===== src/rtl/tam_responder.sv =====
module tam_responder #(
  parameter logic [63:0] MEM_BYTES = 64'h0000_0000_4000_0000,
  parameter logic [15:0] VENDOR    = 16'h1E98
) (
  input  logic        clk,
  input  logic        rst_n,
  input  logic        req_valid,
  output logic        req_ready,
  input  logic [31:0] req_data,
  input  logic        req_last,
  output logic        rsp_valid,
  input  logic        rsp_ready,
  output logic [31:0] rsp_data,
  output logic        rsp_last,
  output logic        busy,
  output logic        err
);
  localparam int HDR_BYTES = 12;
  localparam int ENT_BYTES = 24;
  localparam int REQ_MIN   = (HDR_BYTES + 3) / 4;
  localparam int HDR_DW    = (HDR_BYTES + 3) / 4;
  localparam int RSP_DW    = (HDR_BYTES + ENT_BYTES + 3) / 4;
  localparam int NUM_ENT   = 6;
  localparam int LAST_ENT  = NUM_ENT - 1;
  localparam int IW        = $clog2(RSP_DW);

  logic [1:0]    rx_cnt;
  logic [17:0]   rx_len;
  logic [15:0]   rx_hdl;
  logic          eval_q, send_q, err_q;
  logic [IW-1:0] tx_idx;
  logic [2:0]    ent_q;

  wire accept = req_valid && req_ready;
  wire fire   = send_q && rsp_ready;
  wire at_end = tx_idx == IW'(RSP_DW - 1);

  assign busy      = eval_q || send_q;
  assign req_ready = !busy;
  assign rsp_valid = send_q;
  assign rsp_last  = send_q && at_end;
  assign err       = err_q;

  always_ff @(posedge clk) begin
    if (!rst_n) begin
      rx_cnt <= '0;
      rx_len <= '0;
      rx_hdl <= '0;
      eval_q <= 1'b0;
      send_q <= 1'b0;
      err_q  <= 1'b0;
      tx_idx <= '0;
      ent_q  <= '0;
    end else begin
      err_q <= 1'b0;
      if (accept) begin
        if (rx_cnt == 2'd1) rx_len <= req_data[17:0];
        if (rx_cnt == 2'd2) rx_hdl <= req_data[31:16];
        if (rx_cnt != 2'd3) rx_cnt <= rx_cnt + 2'd1;
        if (req_last) eval_q <= 1'b1;
      end
      if (eval_q) begin
        eval_q <= 1'b0;
        rx_cnt <= '0;
        if (rx_cnt == 2'd3 && rx_len >= 18'(REQ_MIN)) begin
          if (rx_hdl > 16'(LAST_ENT)) err_q <= 1'b1;
          else begin
            send_q <= 1'b1;
            tx_idx <= '0;
            ent_q  <= rx_hdl[2:0];
          end
        end
      end
      if (fire) begin
        if (at_end) send_q <= 1'b0;
        else        tx_idx <= tx_idx + 1'b1;
      end
    end
  end

  logic [15:0] next_hdl;
  assign next_hdl = (ent_q == 3'(LAST_ENT)) ? 16'hFFFF : {13'd0, ent_q + 3'd1};

  logic [7:0]  etype, lbtype;
  logic [63:0] unit;
  logic [15:0] lbval;
  logic [31:0] pay;
  logic [2:0]  pk;
  logic        mid;

  assign pk  = 3'(tx_idx - IW'(HDR_DW));
  assign mid = ent_q != 3'd0 && ent_q != 3'(LAST_ENT);

  always_comb begin
    etype = (ent_q == 3'd0) ? 8'd0 : (ent_q == 3'(LAST_ENT)) ? 8'd2 : 8'd1;
    case (ent_q)
      3'd1:    begin lbtype = 8'd1; unit = 64'd10000; lbval = 16'd15; end
      3'd2:    begin lbtype = 8'd2; unit = 64'd10000; lbval = 16'd25; end
      3'd3:    begin lbtype = 8'd4; unit = 64'd1000;  lbval = 16'd16; end
      3'd4:    begin lbtype = 8'd5; unit = 64'd1000;  lbval = 16'd16; end
      default: begin lbtype = 8'd0; unit = 64'd0;     lbval = 16'd0;  end
    endcase
    case (pk)
      3'd0:    pay = {16'(ENT_BYTES), 8'h00, etype};
      3'd1:    pay = (ent_q == 3'd0) ? 32'h0000_0400 :
                     (ent_q == 3'(LAST_ENT)) ? 32'h0000_0200 : {8'h00, lbtype, 16'h0000};
      3'd2:    pay = mid ? unit[31:0]  : 32'd0;
      3'd3:    pay = mid ? unit[63:32] : 32'd0;
      3'd4:    pay = mid ? {16'h0000, lbval} : MEM_BYTES[31:0];
      3'd5:    pay = mid ? 32'd0 : MEM_BYTES[63:32];
      default: pay = 32'd0;
    endcase
    case (tx_idx)
      IW'(0):  rsp_data = {8'h00, 8'h02, VENDOR};
      IW'(1):  rsp_data = {14'd0, 18'(RSP_DW)};
      IW'(2):  rsp_data = {next_hdl, 16'h0000};
      default: rsp_data = pay;
    endcase
  end
endmodule


===== config.mk =====
export PLATFORM = sky130hd
export DESIGN_NAME = tam_responder
export DESIGN_NICKNAME = d
export VERILOG_FILES = /design/src/rtl/tam_responder.sv
export SDC_FILE = /design/constraint.sdc
export NUM_CORES = 1
export LEC_CHECK = 0
export BUFFER_PORTS_ARGS = -buffer_cell sky130_fd_sc_hd__buf_2
export CAP_MARGIN = 10
export CORE_MARGIN = 4
export CORE_UTILIZATION = 55
export CTS_BUF_LIST = sky130_fd_sc_hd__clkbuf_16
export CTS_CLUSTER_DIAMETER = 30
export DETAILED_ROUTE_END_ITERATION = 8
export GPL_TIMING_DRIVEN = 0
export PLACE_DENSITY = 0.85
export SYNTH_ARGS = -nofsm -noshare
export SYNTH_HDL_FRONTEND = slang
export SYNTH_SLANG_ARGS = --single-unit

===== constraint.sdc =====
create_clock -name clk -period 4.25 [get_ports clk]
set_input_delay 0 -clock clk [delete_from_list [all_inputs] [get_ports clk]]
set_output_delay 0 -clock clk [all_outputs]
set_load 0.05 [all_outputs]

==> flow_metrics.py <==
metrics = {
    "timing": {
        "hold_viol": 0,
        "fin_crit_ns": 2.54,
        "slew_violations": 0,
        "tightest_slew_ns": 0.539,
        "max_freq_mhz": 393,
        "finClkSkew_ns": 0.00450,
        "finalCritPeriodShare": 0.598,
        "setup_viol": 0,
        "rsz0062_at_grt": "false",
        "final.setup.tns_ns": 0,
        "maxSlewHeadroom": 0.639,
    },
    "floorplan": {
        "core-area_um2": 4120,
        "die_width_um": 74.4,
        "start_util": 0.589,
        "die_y_um": 74.4,
        "boundaryPins": 74,
        "rows": 23,
        "die-area_um2": 5530,
    },
    "clocking": {
        "cts.sinks": 46,
        "cts_root_buffer": "clkbuf_16",
        "cts_tree": "yes",
        "cts_hold_buf": 34,
        "clockBufferDepth": 2,
        "cts.htree.levels": 2,
        "post_cts_buffers": 0,
        "cts_buffers": 5,
        "clock_latency_ns": 0.29,
        "cts.clk_slew.worst_paths_ns": 0.06,
        "cts_resized": 0,
    },
    "critical_path": {
        "worst-path-max-fanout": 8,
        "reg2reg_depth": 6,
        "cp.required_ns": 4.25,
        "r2r_end": "rx_len[11]",
        "start_kind": "flop",
        "cp_data_arrival_time_ns": 2.54,
        "worstReg2RegStart": "rx_cnt[1]",
        "r2r_setup_slack_ns": 2.54,
        "crit_path_end_kind": "primary output",
        "crit_type": "flop to primary output",
    },
    "power_and_ir_drop": {
        "leakagePower_uw": 0.00141,
        "peakVddDrop_mv": 0.260,
        "power_uw": 984,
        "power_per_cell_area_nw_per_um2": 296,
    },
    "yosys": {
        "netlist_area_um2": 2420,
        "synthTopCellsByCount": "97 x nand2_1, 46 x dfxtp_1, 39 x a21oi_1, 14 x buf_4, 14 x ha_1",
        "synth_cell_types": 44,
        "seq_area_frac_synth": 0.380,
        "synth-seq-cells": 46,
        "postSynth.asyncResetShare": 0,
        "ys_top_cells_by_area": "dfxtp_1 38%, nand2_1 15%, a21oi_1 8.1%",
        "netlist_instances": 320,
        "synth_most_common_cell": "nand2_1",
        "synth-edff-count": 0,
        "synth_flop_cell": "dfxtp_1",
        "synth_top_cell_area_share": 0.380,
        "synth_top_cell_by_area": "dfxtp_1",
        "yosys_warnings": 0,
        "syn_area_per_cell_um2": 7.57,
    },
    "hold_path": {
        "min_to": "tx_idx[2]",
        "hold_start": "rsp_ready",
        "holdPathStages": 4,
        "min_path_type": "input pin to flop",
    },
    "drt": {
        "first_pass_iters": 6,
        "vias": 2593,
        "vias_per_cell": 5.37,
        "routed_wl_mm": 6.80,
        "drtAntennaViolNets": 0,
        "drt_iter0_drc": 118,
        "routedWlPerCell_um": 14.1,
        "drc_errors": 0,
    },
    "run": {
        "drv_cap": 0,
    },
    "cells_and_area": {
        "fill_cells": 279,
        "syn_to_final_growth_pct": 37.4,
        "final_nets": 483,
        "drive_gt1_frac": 0.242,
        "diodes": 0,
    },
    "global_routing": {
        "gr-usage-all-layers": 0.263,
        "grt_pass1_wl_mm": 11.4,
        "grt_pass1_vias": 2585,
        "globalRouteOverflowTotal": 0,
        "antenna_found_initial": 0,
        "grt_max_degree": 17,
    },
    "place": {
        "hpwlAfterDp_mm": 4.19,
        "port_buffers": 70,
        "gp_congestion": 0.901,
    },
    "run_status": {
        "outcome": "finished clean",
    },
}
stage by stage:
stage	util	hold WS, ns	std cells	cell area [µm²]	worst slack (ns)
after floorplan	-	0.120	321	2430	1.13
final	0.809	0.0748	483	3330	1.71
after global routing	0.809	0.123	483	3330	1.47
after global placement	0.690	0.233	441	2840	2.13
after detailed placement	0.690	0.233	441	2840	2.04
after CTS	0.809	0.0672	483	3330	1.74
report_power, final:
group	leakage, µW	switching, µW	total [µW]	internal [µW]
clock network	0.0000704	173	394	221
logic	0.000965	70.9	133	61.7
registers	0.000372	11.3	457	446
cells by family after synthesis:
group,after synthesis,synth area share
multiplexers,4,0.0170
AO/OA/AOI/OAI,65,0.162
other,1,0.00155
buffers and inverters,38,0.0852
adder cells (fa/ha/maj),14,0.0723
XOR/XNOR,1,0.00362
AND/OR/NAND/NOR,151,0.278
flip-flops,46,0.380
worst max-delay path by stage:
stage,startpoint,endpoint,slack (ns),depth (start not counted)
after detailed placement,tx_idx[0],rsp_data[1],2.04,8
final,tx_idx[0],rsp_data[1],1.71,8
after global routing,tx_idx[0],rsp_data[10],1.47,8
after CTS,tx_idx[0],rsp_data[1],1.74,8
after floorplan,tx_idx[0],rsp_data[10],1.13,7
after global placement,tx_idx[0],rsp_data[1],2.13,8
registers in the layout (all words and copies together) (netlist names):
name,cells
rsp_valid,1
rx_hdl,16
rx_len,18
err,1
ent_q,3
eval_q,1
rx_cnt,2
tx_idx,4
final cells by class:
cell class | count | area [µm²] | area share
inverters | 11 | 41.3 | 0.0124
plain buffers | 27 | 165 | 0.0496
multi-input cells | 237 | 1300 | 0.390
well taps | 50 | 62.6 | 0.0188
clock buffers | 5 | 125 | 0.0376
repair buffers | 104 | 691 | 0.207
clock inverters | 3 | 25.0 | 0.00752
flip-flops and latches | 46 | 921 | 0.277
per-layer routing:
metal | track usage | wire, µm | up-vias
met4 | 0.0988 | 235 | 0
met3 | 0.0595 | 387 | 25
met5 | 0 | 0 | -
met2 | 0.498 | 3490 | 95
li1 | - | - | 1286
met1 | 0.281 | 2690 | 1187
worst max-delay path: stages (launching register included):
cell and delay [ns]:
dfxtp_1 0.48, inv_1 0.14, ha_1 0.25, nor3_1 0.30
o21ai_0 0.17, a21oi_1 0.31, and3_1 0.22, o21bai_1 0.10
buf_2 0.28
placed cells by master (no fill, tap or decap), drive strengths merged, types with 2 or more instances in the layout:
master / instances
nand2: 97
buf: 88
dfxtp: 46
a21oi: 39
dlygate4sd3: 34
ha: 14
clkbuf: 14
nand3: 12
nor2: 12
inv: 11
o21ai: 9
nor3: 6
nor4: 5
a211oi: 5
nand2b: 4
nor2b: 3
and3: 3
o22ai: 3
mux2i: 3
and2: 2
a31oi: 2
conb: 2
a221oi: 2
or2: 2
clkinv: 2
or4: 2
(Power assumes the default switching activity.)
